**src/rtl/ds3src_pkg.sv**
```systemverilog
package ds3src_pkg;
  // Per-cycle strobes from control to datapath
  typedef struct packed {
    logic restart;   // frame boundary edge: counter to zero, output held
    logic sendBit;   // this edge emits one payload bit
    logic takeByte;  // this edge loads a new byte from the input stream
  } ctlStrobe_t;
endpackage

```
**src/rtl/ds3src_ctrl.sv**
```systemverilog
module ds3src_ctrl
  import ds3src_pkg::*;
(
  input  logic       clk,
  input  logic       rstN,
  input  logic       frameStrobe,
  input  logic       ohInd,
  input  logic       inValid,
  input  logic       shiftEmpty,
  output ctlStrobe_t ctl,
  output logic       inReady
);
  logic running;
  logic stallPend;

  always_ff @(posedge clk) begin
    if (!rstN) begin
      running   <= 1'b0;
      stallPend <= 1'b0;
    end else begin
      stallPend <= ohInd;
      if (frameStrobe) running <= 1'b1;
    end
  end

  logic sendNow;
  always_comb begin
    sendNow      = running && !stallPend && !frameStrobe;
    inReady      = sendNow && shiftEmpty;
    ctl.restart  = frameStrobe;
    ctl.sendBit  = sendNow;
    ctl.takeByte = inReady && inValid;
  end
endmodule

```
**src/rtl/ds3src_dp.sv**
```systemverilog
module ds3src_dp
  import ds3src_pkg::*;
#(
  parameter int BYTE_W = 8,
  parameter int CNT_W  = 13
) (
  input  logic              clk,
  input  logic              rstN,
  input  ctlStrobe_t        ctl,
  input  logic [BYTE_W-1:0] inData,
  input  logic              underflowClr,
  output logic              shiftEmpty,
  output logic              serOut,
  output logic              underflow,
  output logic [CNT_W-1:0]  frameBitCnt
);
  localparam int PTR_W = $clog2(BYTE_W);

  logic [BYTE_W-2:0] shiftReg;
  logic [PTR_W-1:0]  bitsLeft;
  logic              starve;

  assign shiftEmpty = (bitsLeft == '0);
  assign starve     = ctl.sendBit && shiftEmpty && !ctl.takeByte;

  always_ff @(posedge clk) begin
    if (!rstN) begin
      shiftReg    <= '0;
      bitsLeft    <= '0;
      serOut      <= 1'b0;
      underflow   <= 1'b0;
      frameBitCnt <= '0;
    end else begin
      if (ctl.restart)      frameBitCnt <= '0;
      else if (ctl.sendBit) frameBitCnt <= frameBitCnt + 1'b1;

      if (ctl.sendBit) begin
        if (!shiftEmpty) begin
          serOut   <= shiftReg[BYTE_W-2];
          shiftReg <= shiftReg << 1;
          bitsLeft <= bitsLeft - 1'b1;
        end else if (ctl.takeByte) begin
          serOut   <= inData[BYTE_W-1];
          shiftReg <= inData[BYTE_W-2:0];
          bitsLeft <= PTR_W'(BYTE_W - 1);
        end else begin
          serOut   <= 1'b0;
        end
      end

      if (starve)            underflow <= 1'b1;
      else if (underflowClr) underflow <= 1'b0;
    end
  end
endmodule

```
**src/rtl/ds3_payload_src.sv**
```systemverilog
module ds3_payload_src
  import ds3src_pkg::*;
#(
  parameter int BYTE_W = 8,
  parameter int CNT_W  = 13
) (
  input  logic              clk,
  input  logic              rstN,
  input  logic              frameStrobe,
  input  logic              ohInd,
  input  logic [BYTE_W-1:0] inData,
  input  logic              inValid,
  output logic              inReady,
  input  logic              underflowClr,
  output logic              serOut,
  output logic              underflow,
  output logic [CNT_W-1:0]  frameBitCnt
);
  ctlStrobe_t ctl;
  logic       shiftEmpty;

  ds3src_ctrl u_ctrl (
    .clk(clk), .rstN(rstN), .frameStrobe(frameStrobe), .ohInd(ohInd),
    .inValid(inValid), .shiftEmpty(shiftEmpty), .ctl(ctl), .inReady(inReady)
  );

  ds3src_dp #(.BYTE_W(BYTE_W), .CNT_W(CNT_W)) u_dp (
    .clk(clk), .rstN(rstN), .ctl(ctl), .inData(inData),
    .underflowClr(underflowClr), .shiftEmpty(shiftEmpty), .serOut(serOut),
    .underflow(underflow), .frameBitCnt(frameBitCnt)
  );
endmodule

```
**config.mk**
```make
export PLATFORM = sky130hd
export DESIGN_NAME = ds3_payload_src
export DESIGN_NICKNAME = d
export VERILOG_FILES = /design/src/rtl/ds3src_pkg.sv /design/src/rtl/ds3src_ctrl.sv /design/src/rtl/ds3src_dp.sv /design/src/rtl/ds3_payload_src.sv
export SDC_FILE = /design/constraint.sdc
export NUM_CORES = 1
export LEC_CHECK = 0
export BUFFER_PORTS_ARGS = -buffer_cell sky130_fd_sc_hd__buf_4
export CAP_MARGIN = 20
export CORE_MARGIN = 3
export CORE_UTILIZATION = 55
export CTS_BUF_LIST = sky130_fd_sc_hd__clkbuf_8
export DETAILED_ROUTE_END_ITERATION = 6
export PLACE_DENSITY_LB_ADDON = 0.08
export SLEW_MARGIN = 20
export SYNTH_ARGS = -nofsm -noshare
export SYNTH_HDL_FRONTEND = slang
export SYNTH_HIERARCHICAL = 1
export SYNTH_SLANG_ARGS = --single-unit
```
**constraint.sdc**
```tcl
create_clock -name clk -period 2.95 [get_ports clk]
set_input_delay 0.295 -clock clk [delete_from_list [all_inputs] [get_ports clk]]
set_output_delay 0.295 -clock clk [all_outputs]
set_load 0.02 [all_outputs]
```
# Yosys cells after proc, flatten, opt, wreduce, memory -nomap -nowiden
# Cells that the tools add are included.
# op_classes
bitwise_logic	1
n_mux	8
reduce_logical	12
n_eq_ne	1
addsub	2
# ops
cell	count
$mux 7	2
$add 13x1->13 const B	1
$mux 3	2
$logic_and 1x1->1	5
$mux 1	4
$logic_not 1->1	3
$logic_not 3->1	1
$sub 3x1->3 const B	1
$ne 2x1->1 const B	1
$reduce_and 2->1	1
$reduce_bool 2->1	1
$reduce_or 2->1	1
$not 1->1	1
# totals
register_bits	27

# Logic depth before layout (Yosys ltp)
# Gate-level depths: netlist of the first run.
# depth
ltp_word	8
ltp_mapped	10

# Cells and area by module
# Netlist of the first run, hierarchy kept.
# modules_own_cells
module	area_each_um2	cells_per_inst	instances
ds3src_dp	1123.6	130	1
ds3src_ctrl	95.1	9	1

# Least setup slack after synthesis of the first run
# No wires, ideal clock.
# synth_timing
path_type	register to register
from	register u_dp.bitsLeft[0]
to	register u_dp.bitsLeft[0]
path_stages_with_launch	10
arrival_time_ns	1.978
slack_ns	0.856
path_cell_list	dfxtp_1 -> inv_1 -> ha_1 -> nand2b_1 -> clkinv_1 -> and4bb_1 -> and2_1 -> o21a_1 -> buf_2 -> o211a_1
# synth_rtl
element	line_no	source
from (decl)	ds3src_dp.sv:20	logic [PTR_W-1:0] bitsLeft;
from (signal assigned)	ds3src_dp.sv:41	bitsLeft <= bitsLeft - 1'b1;
from (signal assigned)	ds3src_dp.sv:45	bitsLeft <= PTR_W'(BYTE_W - 1);

==> flow_summary.toml, run 1 <==
[clocking]
clock_latency_ps = 260
cts_resized = 0
cts_buffers = 3
tritoncts = "yes"
cts_buffer_depth = 2
cts.sinks = 27
postCtsSetupRepairBufs = 0
cts_hold_buf = 0
cts.clk_slew.worst_paths_ps = 80
h-tree-depth = 1
cts_root_buf = "clkbuf_8"

[finish]
area_growth_pct = 22.69
nNetsFinal = 185
layout-drive-gt1-share = 0.2335
fin_util = 0.7395
instances_no_fill = 194
final_cell_mix = "buf_4 (30), dfxtp_1 (27), nor2_1 (20)"
antennaDiodeCount = 0
finish.instance_area_um2 = 1495
layout_commonest_cell = "buf_4"

[worst_setup_path]
crit_type = "reg -> reg"
crit_fanout = 15
start_kind = "flip-flop"
crit_family = "simple AND/OR/NAND/NOR gates"
endpoint_kind = "flip-flop"
cp-startpoint = "u_dp/bitsLeft[0]"
crit_slowest_cell = "o21a_1"
r2r-start = "u_dp/bitsLeft[0]"
crit_buf_inv = 2
crit_chain = "inv_1 > ha_1 > nand2b_1 > clkinv_1 > and4bb_1 > and2_1 > o21a_1 > o211a_1"
slowest_delay_ps = 370
arrival_ps = 2760
required_ps = 3110

[power_and_ir_drop]
cellLeakagePower_nw = 0.5820
pwr-share-seq = 0.600
powerDensity_nw_per_um2 = 414.7
fin_total_pwr_mw = 0.6200
power.internal_mw = 0.4868
p_sw_frac = 0.2148
power_frac_clock = 0.319
combPwrFrac = 0.081
net-switching-power_mw = 0.1332
ir_drop_uv = 426.4

[status]
status = "completed"

[synthesis]
yosys.area.top_type = "dfxtp_1"
ys_types = 31
yosysSeqAreaShare = 0.4435
synth_area_leaders = "dfxtp_1 (44%), nor2_1 (6.2%), nand2_1 (5.9%)"
yosys.area.top_type_share = 0.4435
ys_seq_elements = 27
ys.warnings.count = 6
avgSynthCellArea_um2 = 8.767
syn_inst = 139
synthesis.nets = 156
syn_area_um2 = 1219

[worst_hold_path]
holdCritStartpoint = "ohInd"
hold_path_class = "in -> reg"

[sta]
fin_crit_ps = 2590
period_share = 0.8781
slew_violations = 0
max_slew_margin = 0.6668
skew_ps = 1.293
rsz0062_at_grt = "false"
hold_violations = 0
finalSetupViolations = 0
fin_setup_tns_ps = 0
worst_pin_slew_ps = 499.8
fmax_mhz = 386.1
fin_hold_ws_ps = 237.5
finalWorstSetupSlack_ps = 359.7

[place]
dpl.hpwl_um = 1794
place.gp.congestion = 0.7161
io_buffers = 29
pre_cts_ws_ps = 402.2
dp.cells = 190
place_area_um2 = 1450

[route]
drc = 0
first_iter_violations = 13
drt_wl_total_um = 2384
antenna_left = 0
drt_pass1_iterations = 4
dr_total_vias = 1036
vias_per_cell = 5.340
avgRoutedWirePerCell_um = 12.29

[global_route]
overflow = 0
grt_max_degree = 16
grt_use_total = 0.1953
grt_pass1_wl_um = 4091
antenna_found_initial = 0
grt_pass1_vias = 981

[die]
fp-row-count = 16
core-area_um2 = 2022
fp.dieH_um = 53.07
dieArea_um2 = 2816
die_x_um = 53.07
start_util = 0.6027
io_pins = 30

[run]
cap_violations = 0
final timing paths:
path | slack, ps | end | cells after the start
worst max-delay path | 360 | u_dp/bitsLeft[0] | 8
worst min-delay path | 240 | u_ctrl/stallPend | 2
worst max register to register | 360 | u_dp/bitsLeft[0] | 8
worst min register to register | 470 | u_dp/shiftReg[0] | 2
sequential cells by signal (all words and copies together) (netlist names):
register          cells
u_dp/underflow        1
u_dp/shiftReg         7
u_ctrl/stallPend      1
u_ctrl/running        1
u_dp/serOut           1
u_dp/bitsLeft         3
u_dp/frameBitCnt     13
power by group through the flow:
stage                     logic [mW]  registers (mW)  clock network, mW
after CTS                     0.0505           0.372              0.206
after detailed placement      0.0504           0.381                  0
after global routing          0.0564           0.373              0.221
after floorplan               0.0277           0.381                  0
final                         0.0504           0.372              0.198
after global placement        0.0486           0.381                  0
routing by layer:
layer,wire length [um],GRT usage,up-vias
met1,1115,0.2435,469
met4,18,0.05106,0
li1,-,-,534
met5,0,0,-
met2,1095,0.3306,31
met3,155,0.05070,2
synth_stat cells:
cell and instances:
o21a_1 2, buf_1 1, nand2_1 19, clkbuf_1 1
xnor2_1 7, a21oi_1 6, nand4_1 3, nor4_2 2
mux2i_1 1, ha_1 3, a311oi_1 7, a21boi_0 1
mux2_2 2, nor2_1 20, nor3b_1 1, and2_1 2
inv_1 4, nand3_1 5, or3_1 2, o21ai_0 3
o211a_1 1, and4bb_1 1, dfxtp_1 27, clkinv_1 2
nand2b_1 2, nor3_1 4, buf_4 2, nand4_4 1
buf_2 2, xor2_1 3, nor2b_1 2
final cells by class:
class / count / area (um2)
Clock buffer: 3 / 41.29
Inverter: 6 / 22.52
Fill cell: 173 / 526.8
Timing Repair Buffer: 30 / 225.2
Tap cell: 27 / 33.78
Clock inverter: 1 / 3.754
Multi-Input combinational cell: 100 / 628.1
Sequential cell: 27 / 540.5
cell families (layout without fill, tap and decap cells):
| family | Yosys count | count (layout) | synth area share |
|---|---|---|---|
| xor gates and xnor gates | 10 | 10 | 0.07187 |
| muxes | 3 | 3 | 0.02669 |
| AOI/OAI and AO/OA | 20 | 20 | 0.1140 |
| and+or+nand+nor | 64 | 64 | 0.2680 |
| adders and majority gates | 3 | 3 | 0.03080 |
| buffers and inverters | 12 | 40 | 0.04516 |
| DFF | 27 | 27 | 0.4435 |
Note: power is estimated with default switching activity, not from simulation.
==> run 2: changes to the inputs <==
--- a/config.mk
+++ b/config.mk
@@ -5,6 +5,7 @@
 export SDC_FILE = /design/constraint.sdc
 export NUM_CORES = 1
 export LEC_CHECK = 0
+export ABC_AREA = 1
 export BUFFER_PORTS_ARGS = -buffer_cell sky130_fd_sc_hd__buf_4
 export CAP_MARGIN = 20
 export CORE_MARGIN = 3
@@ -12,6 +13,7 @@
 export CTS_BUF_LIST = sky130_fd_sc_hd__clkbuf_8
 export DETAILED_ROUTE_END_ITERATION = 6
 export PLACE_DENSITY_LB_ADDON = 0.08
+export SKIP_LAST_GASP = 1
 export SLEW_MARGIN = 20
 export SYNTH_ARGS = -nofsm -noshare
 export SYNTH_HDL_FRONTEND = slang
==> run 2 against run 1 <==
Against the previous run:
- cell count increased by 27%
- power rose by 3.9%
- clock skew is 2.9 ps higher
- critical path type unchanged
==> flow_summary.toml, run 2 <==
[status]
status = "completed"

[finish]
layout-drive-gt1-share = 0.2431
nNetsFinal = 236
largest_reg_flops = 13
fin_util = 0.7125
fill_cells = 196
layout_commonest_cell = "nand2_1"
largestRegisters = "u_dp/frameBitCnt x13, u_dp/shiftReg x7, u_dp/bitsLeft x3"
final_cell_mix = "nand2_1 (50), buf_4 (30), nor2_1 (29)"
area_growth_pct = 19.01
seq_area_um2 = 540.5
antennaDiodeCount = 0
multiInputGateArea_um2 = 678.2
max_flop_register = "u_dp/frameBitCnt"

[die]
die_x_um = 55.78
core-area_um2 = 2276
io_pins = 30
fp-row-count = 17
dieArea_um2 = 3111
fp.dieH_um = 55.78
start_util = 0.5987

[route]
first_iter_violations = 40
drt_pass1_iterations = 4
vias_per_cell = 5.033
drc = 0
dr_total_vias = 1238
drt_wl_total_um = 2721
avgRoutedWirePerCell_um = 11.06
antenna_left = 0

[synthesis]
synthesis.nets = 207
synth_edf_count = 0
synth_commonest_cells = "nand2_1 (50), nor2_1 (29), dfxtp_1 (27), inv_1 (21), a21oi_1 (10)"
ys_types = 32
avgSynthCellArea_um2 = 7.171
syn_area_um2 = 1363
yosys.area.top_type_share = 0.3967
ys_seq_elements = 27
yosysSeqAreaShare = 0.3967
syn_inst = 190
synth_async_sr_flop_share = 0
yosysMostFrequentCell = "nand2_1"
synthFlopType = "dfxtp_1"
ys.warnings.count = 6
synth_area_leaders = "dfxtp_1 (40%), nand2_1 (14%), nor2_1 (8.0%)"
yosys.area.top_type = "dfxtp_1"

[clocking]
cts.sinks = 27
postCtsSetupRepairBufs = 0
h-tree-depth = 1
cts_root_buf = "clkbuf_8"
clock_latency_ps = 270
cts_hold_buf = 0
cts_buffers = 3
cts_buffer_depth = 2
cts_resized = 0
cts.clk_slew.worst_paths_ps = 90
tritoncts = "yes"

[worst_setup_path]
cp-startpoint = "u_dp/bitsLeft[1]"
required_ps = 3160
arrival_ps = 2220
crit_fanout = 11
endpoint_kind = "flip-flop"
r2r-start = "u_dp/bitsLeft[1]"
crit_type = "reg -> reg"
start_kind = "flip-flop"

[power_and_ir_drop]
powerDensity_nw_per_um2 = 397.3
cellLeakagePower_nw = 0.7063
fin_total_pwr_mw = 0.6442
ir_drop_uv = 304.0

[sta]
fmax_mhz = 496.5
skew_ps = 4.217
worst_pin_slew_ps = 320.0
rsz0062_at_grt = "false"
slew_violations = 0
fin_crit_ps = 2014
period_share = 0.6828
hold_violations = 0
fin_setup_tns_ps = 0
finalSetupViolations = 0
fin_hold_ws_ps = 209.8
max_slew_margin = 0.7859

[run]
cap_violations = 0

[global_route]
overflow = 0
grt_use_total = 0.1854
grt_pass1_wl_um = 4781
grt_max_degree = 17
grt_pass1_vias = 1208
antenna_found_initial = 0

[worst_hold_path]
hold_path_class = "in -> reg"
holdCritStartpoint = "ohInd"

[place]
place.gp.congestion = 0.8430
dpl.hpwl_um = 2165
io_buffers = 29
-- run 2: changes by cell type after synthesis, sizes merged, moves of 6 or more --
cell,before,now
inv,4,25
nand2,19,52
xnor2,7,1
nor2,20,33
a21oi,6,12
o21ai,3,13
a311oi,7,0
-- run 2: worst paths after layout --
kind              slack, ps  cells past startpoint          endpoint
hold reg to reg         480                      2    u_dp/underflow
setup reg to reg        940                     10  u_dp/bitsLeft[2]
hold / removal          210                      3  u_ctrl/stallPend
setup / recovery        940                     10  u_dp/bitsLeft[2]
-- run 2: kinds of logic after synthesis --
family          synth area share
compound gates            0.1322
xor+xnor                 0.01286
fa+ha+maj                0.02755
buf+inv                   0.1056
flops                     0.3967
simple gates              0.3251
-- run 2: report_power, final --
group | internal (mW) | total (mW) | switching (mW) | leakage [nW]
sequential | 0.369 | 0.372 | 0.00307 | 0.218
clock | 0.0956 | 0.209 | 0.114 | 0.0217
combinational | 0.0266 | 0.0627 | 0.0362 | 0.466
total | 0.491 | 0.644 | 0.153 | 0.706
-- run 2: metal layers --
metal / track usage / wire [um]
met1: 0.2003 / 1142
met2: 0.3615 / 1428
met3: 0.03016 / 102
met4: 0.05556 / 49
met5: 0 / 0
-- run 2: per-stage QoR --
stage / instance area (um2) / setup slack [ps] / std cells
floorplan: 1363 / 1328 / 190
finish: 1622 / 935.8 / 246
global placement: 1573 / 1033 / 242
detailed placement: 1573 / 953.1 / 242
global route: 1622 / 743.0 / 246
CTS: 1622 / 942.9 / 246
-- run 2: final cells by class --
cell class,instances,share of cell area
multi-input cells,132,0.4182
flip-flops and latches,27,0.3333
repair buffers,30,0.1389
inverters,25,0.05787
clock buffers,3,0.02546
well taps,28,0.02160
clock inverters,1,0.004630
-- run 2: worst max-delay path, cell delays in order (launching register included) --
cell,delay [ps]
dfxtp_1,310
inv_1,110
ha_1,170
nand2_2,150
inv_1,290
nand4_2,170
nor2_2,230
o21ai_4,150
inv_1,180
nand2_1,70
a21oi_1,110
==> run 3: changes to the inputs <==
--- a/config.mk
+++ b/config.mk
@@ -9,7 +9,7 @@
 export BUFFER_PORTS_ARGS = -buffer_cell sky130_fd_sc_hd__buf_4
 export CAP_MARGIN = 20
 export CORE_MARGIN = 3
-export CORE_UTILIZATION = 55
+export CORE_UTILIZATION = 50
 export CTS_BUF_LIST = sky130_fd_sc_hd__clkbuf_8
 export DETAILED_ROUTE_END_ITERATION = 6
 export PLACE_DENSITY_LB_ADDON = 0.08
==> constraint.sdc (replaced) <==
create_clock -name clk -period 1.7 [get_ports clk]
set_input_delay 0.17 -clock clk [delete_from_list [all_inputs] [get_ports clk]]
set_output_delay 0.17 -clock clk [all_outputs]
set_load 0.02 [all_outputs]
==> run 3 against run 2 <==
Against the previous run:
- design area up 2.5%
- largest cell class unchanged
- critical path type unchanged
- routed wire length up 5.7%
- utilization is 5.9 points lower
==> flow_summary.toml, run 3 (synthesized netlist as in run 2, its figures left out) <==
[status]
status = "completed"

[route]
drc = 0
first_iter_violations = 35
antenna_left = 0
dr_total_vias = 1234
drt_pass1_iterations = 4
drt_wl_total_um = 2876
avgRoutedWirePerCell_um = 11.41
vias_per_cell = 4.897

[place]
place.gp.congestion = 0.8695
dpl.hpwl_um = 2308
place_area_um2 = 1605
dp.cells = 248
io_buffers = 29

[global_route]
grt_max_degree = 16
antenna_found_initial = 0
grt_use_total = 0.1943
grt_pass1_vias = 1280
grt_pass1_wl_um = 5188
overflow = 0

[sta]
skew_ps = 5.227
max_slew_margin = 0.8369
hold_violations = 0
worst_pin_slew_ps = 243.6
period_share = 0.9054
slew_violations = 0
fin_crit_ps = 1539
finalSetupViolations = 0
fmax_mhz = 649.7

[worst_setup_path]
crit_family = "simple AND/OR/NAND/NOR gates"
crit_chain = "inv_2 > ha_2 > nand2_2 > inv_1 > nand4_2 > nor2_4 > o21ai_4 > buf_4 > o21ai_2 > a21oi_2"
arrival_ps = 1710
r2r_cells = 10
slowest_delay_ps = 320
rrSetupSlack_ps = 160
crit_fanout = 7
cp-startpoint = "u_dp/bitsLeft[1]"
crit_buf_inv = 3
endpoint_kind = "flip-flop"
required_ps = 1870
crit_slowest_cell = "dfxtp_1"
worst-path-stages = 10
r2r-start = "u_dp/bitsLeft[1]"
crit_type = "reg -> reg"
cp-endpoint = "u_dp/bitsLeft[1]"
timing.rr.end = "u_dp/bitsLeft[1]"
start_kind = "flip-flop"

[die]
fp-row-count = 18
io_pins = 30
start_util = 0.5354
fp.dieH_um = 58.20
dieArea_um2 = 3387
core-area_um2 = 2545
die_x_um = 58.20

[finish]
layout_commonest_cell = "nand2_1"
antennaDiodeCount = 0
fill_cells = 250
finish.instance_area_um2 = 1663
nNetsFinal = 240
largestRegisters = "u_dp/frameBitCnt x13, u_dp/shiftReg x7, u_dp/bitsLeft x3"
largest_reg_flops = 13
instances_no_fill = 252
area_growth_pct = 22.04
layout-drive-gt1-share = 0.2793
final_cell_mix = "nand2_1 (50), buf_4 (34), nor2_1 (29)"
max_flop_register = "u_dp/frameBitCnt"

[clocking]
cts_root_buf = "clkbuf_8"
cts_buffer_depth = 2
cts.sinks = 27
clock_latency_ps = 270
tritoncts = "yes"
cts_buffers = 3
h-tree-depth = 1
cts.clk_slew.worst_paths_ps = 90
cts_hold_buf = 0

[power_and_ir_drop]
cellLeakagePower_nw = 0.7274
ir_drop_uv = 386.6
powerDensity_nw_per_um2 = 676.0

[worst_hold_path]
hold_path_class = "in -> reg"

[run]
cap_violations = 0
==> run 3: changes by cell type in the layout (fill, tap and decap cells not counted) <==
| cell | delta |
|---|---|
| ha_2 | +1 |
| o21ai_2 | +1 |
| buf_4 | +4 |
| nor2_4 | +1 |
| inv_1 | -3 |
| clkinv_2 | +1 |
| o21ai_1 | -1 |
| ha_1 | -1 |
| clkinvlp_4 | -1 |
| inv_2 | +3 |
| nor2_2 | -1 |
==> run 3: routing by layer <==
metal / part of all wire / global-route usage / up-vias
li1: - / - / 657
met4: 0.023 / 0.08609 / 0
met5: 0 / 0 / -
met2: 0.51 / 0.3532 / 25
met1: 0.42 / 0.2183 / 544
met3: 0.042 / 0.03563 / 8
==> run 3: stage by stage <==
step | utilization | TNS [ps] | worst slack, ps | total power, mW | hold slack, ps
detailed placement | 0.6308 | 0 | 122.9 | 0.7745 | 359.0
finish | 0.6534 | 0 | 160.8 | 1.124 | 83.72
CTS | 0.6490 | 0 | 104.0 | 1.137 | 77.53
global placement | 0.6308 | 0 | 200.2 | 0.7731 | 352.4
floorplan | - | 0 | 78.18 | 0.7306 | 263.5
global route | 0.6534 | -4.367 | -4.367 | 1.187 | 74.32
==> run 3: final cells by class <==
type	count	area [um2]	share of cell area
Clock buffer	3	41.29	0.02483
Clock inverter	1	5.005	0.003010
Inverter	25	93.84	0.05643
Multi-Input combinational cell	132	689.4	0.4146
Sequential cell	27	540.5	0.3251
Tap cell	30	37.54	0.02257
Timing Repair Buffer	34	255.2	0.1535
==> run 3: power breakdown <==
part / leakage, nW / total [mW] / internal (mW) / switching (mW)
combinational: 0.484 / 0.117 / 0.0510 / 0.0657
sequential: 0.218 / 0.645 / 0.640 / 0.00512
clock: 0.0255 / 0.362 / 0.164 / 0.198
==> run 3: worst min-delay path by stage <==
stage                      from  depth (start not counted)               end  slack [ps]
final                     ohInd                          3  u_ctrl/stallPend          80
after global routing      ohInd                          3  u_ctrl/stallPend          70
after CTS                 ohInd                          3  u_ctrl/stallPend          80
after detailed placement  ohInd                          3  u_ctrl/stallPend         360
after global placement    ohInd                          3  u_ctrl/stallPend         350
after floorplan            rstN                          2  u_ctrl/stallPend         260
==> run 3: tightest hold or removal path: stages <==
cell,delay (ps)
buf_4,80
nand2_1,40
inv_1,40
==> run 3: timing repair <==
| action | 4_1_cts | 5_1_grt |
|---|---|---|
| buffers inserted | 0 | 0 |
| setup endpoints to repair | 0 | 9 |
| resized for setup | 0 | 6 |
| hold endpoints to repair | 0 | 0 |
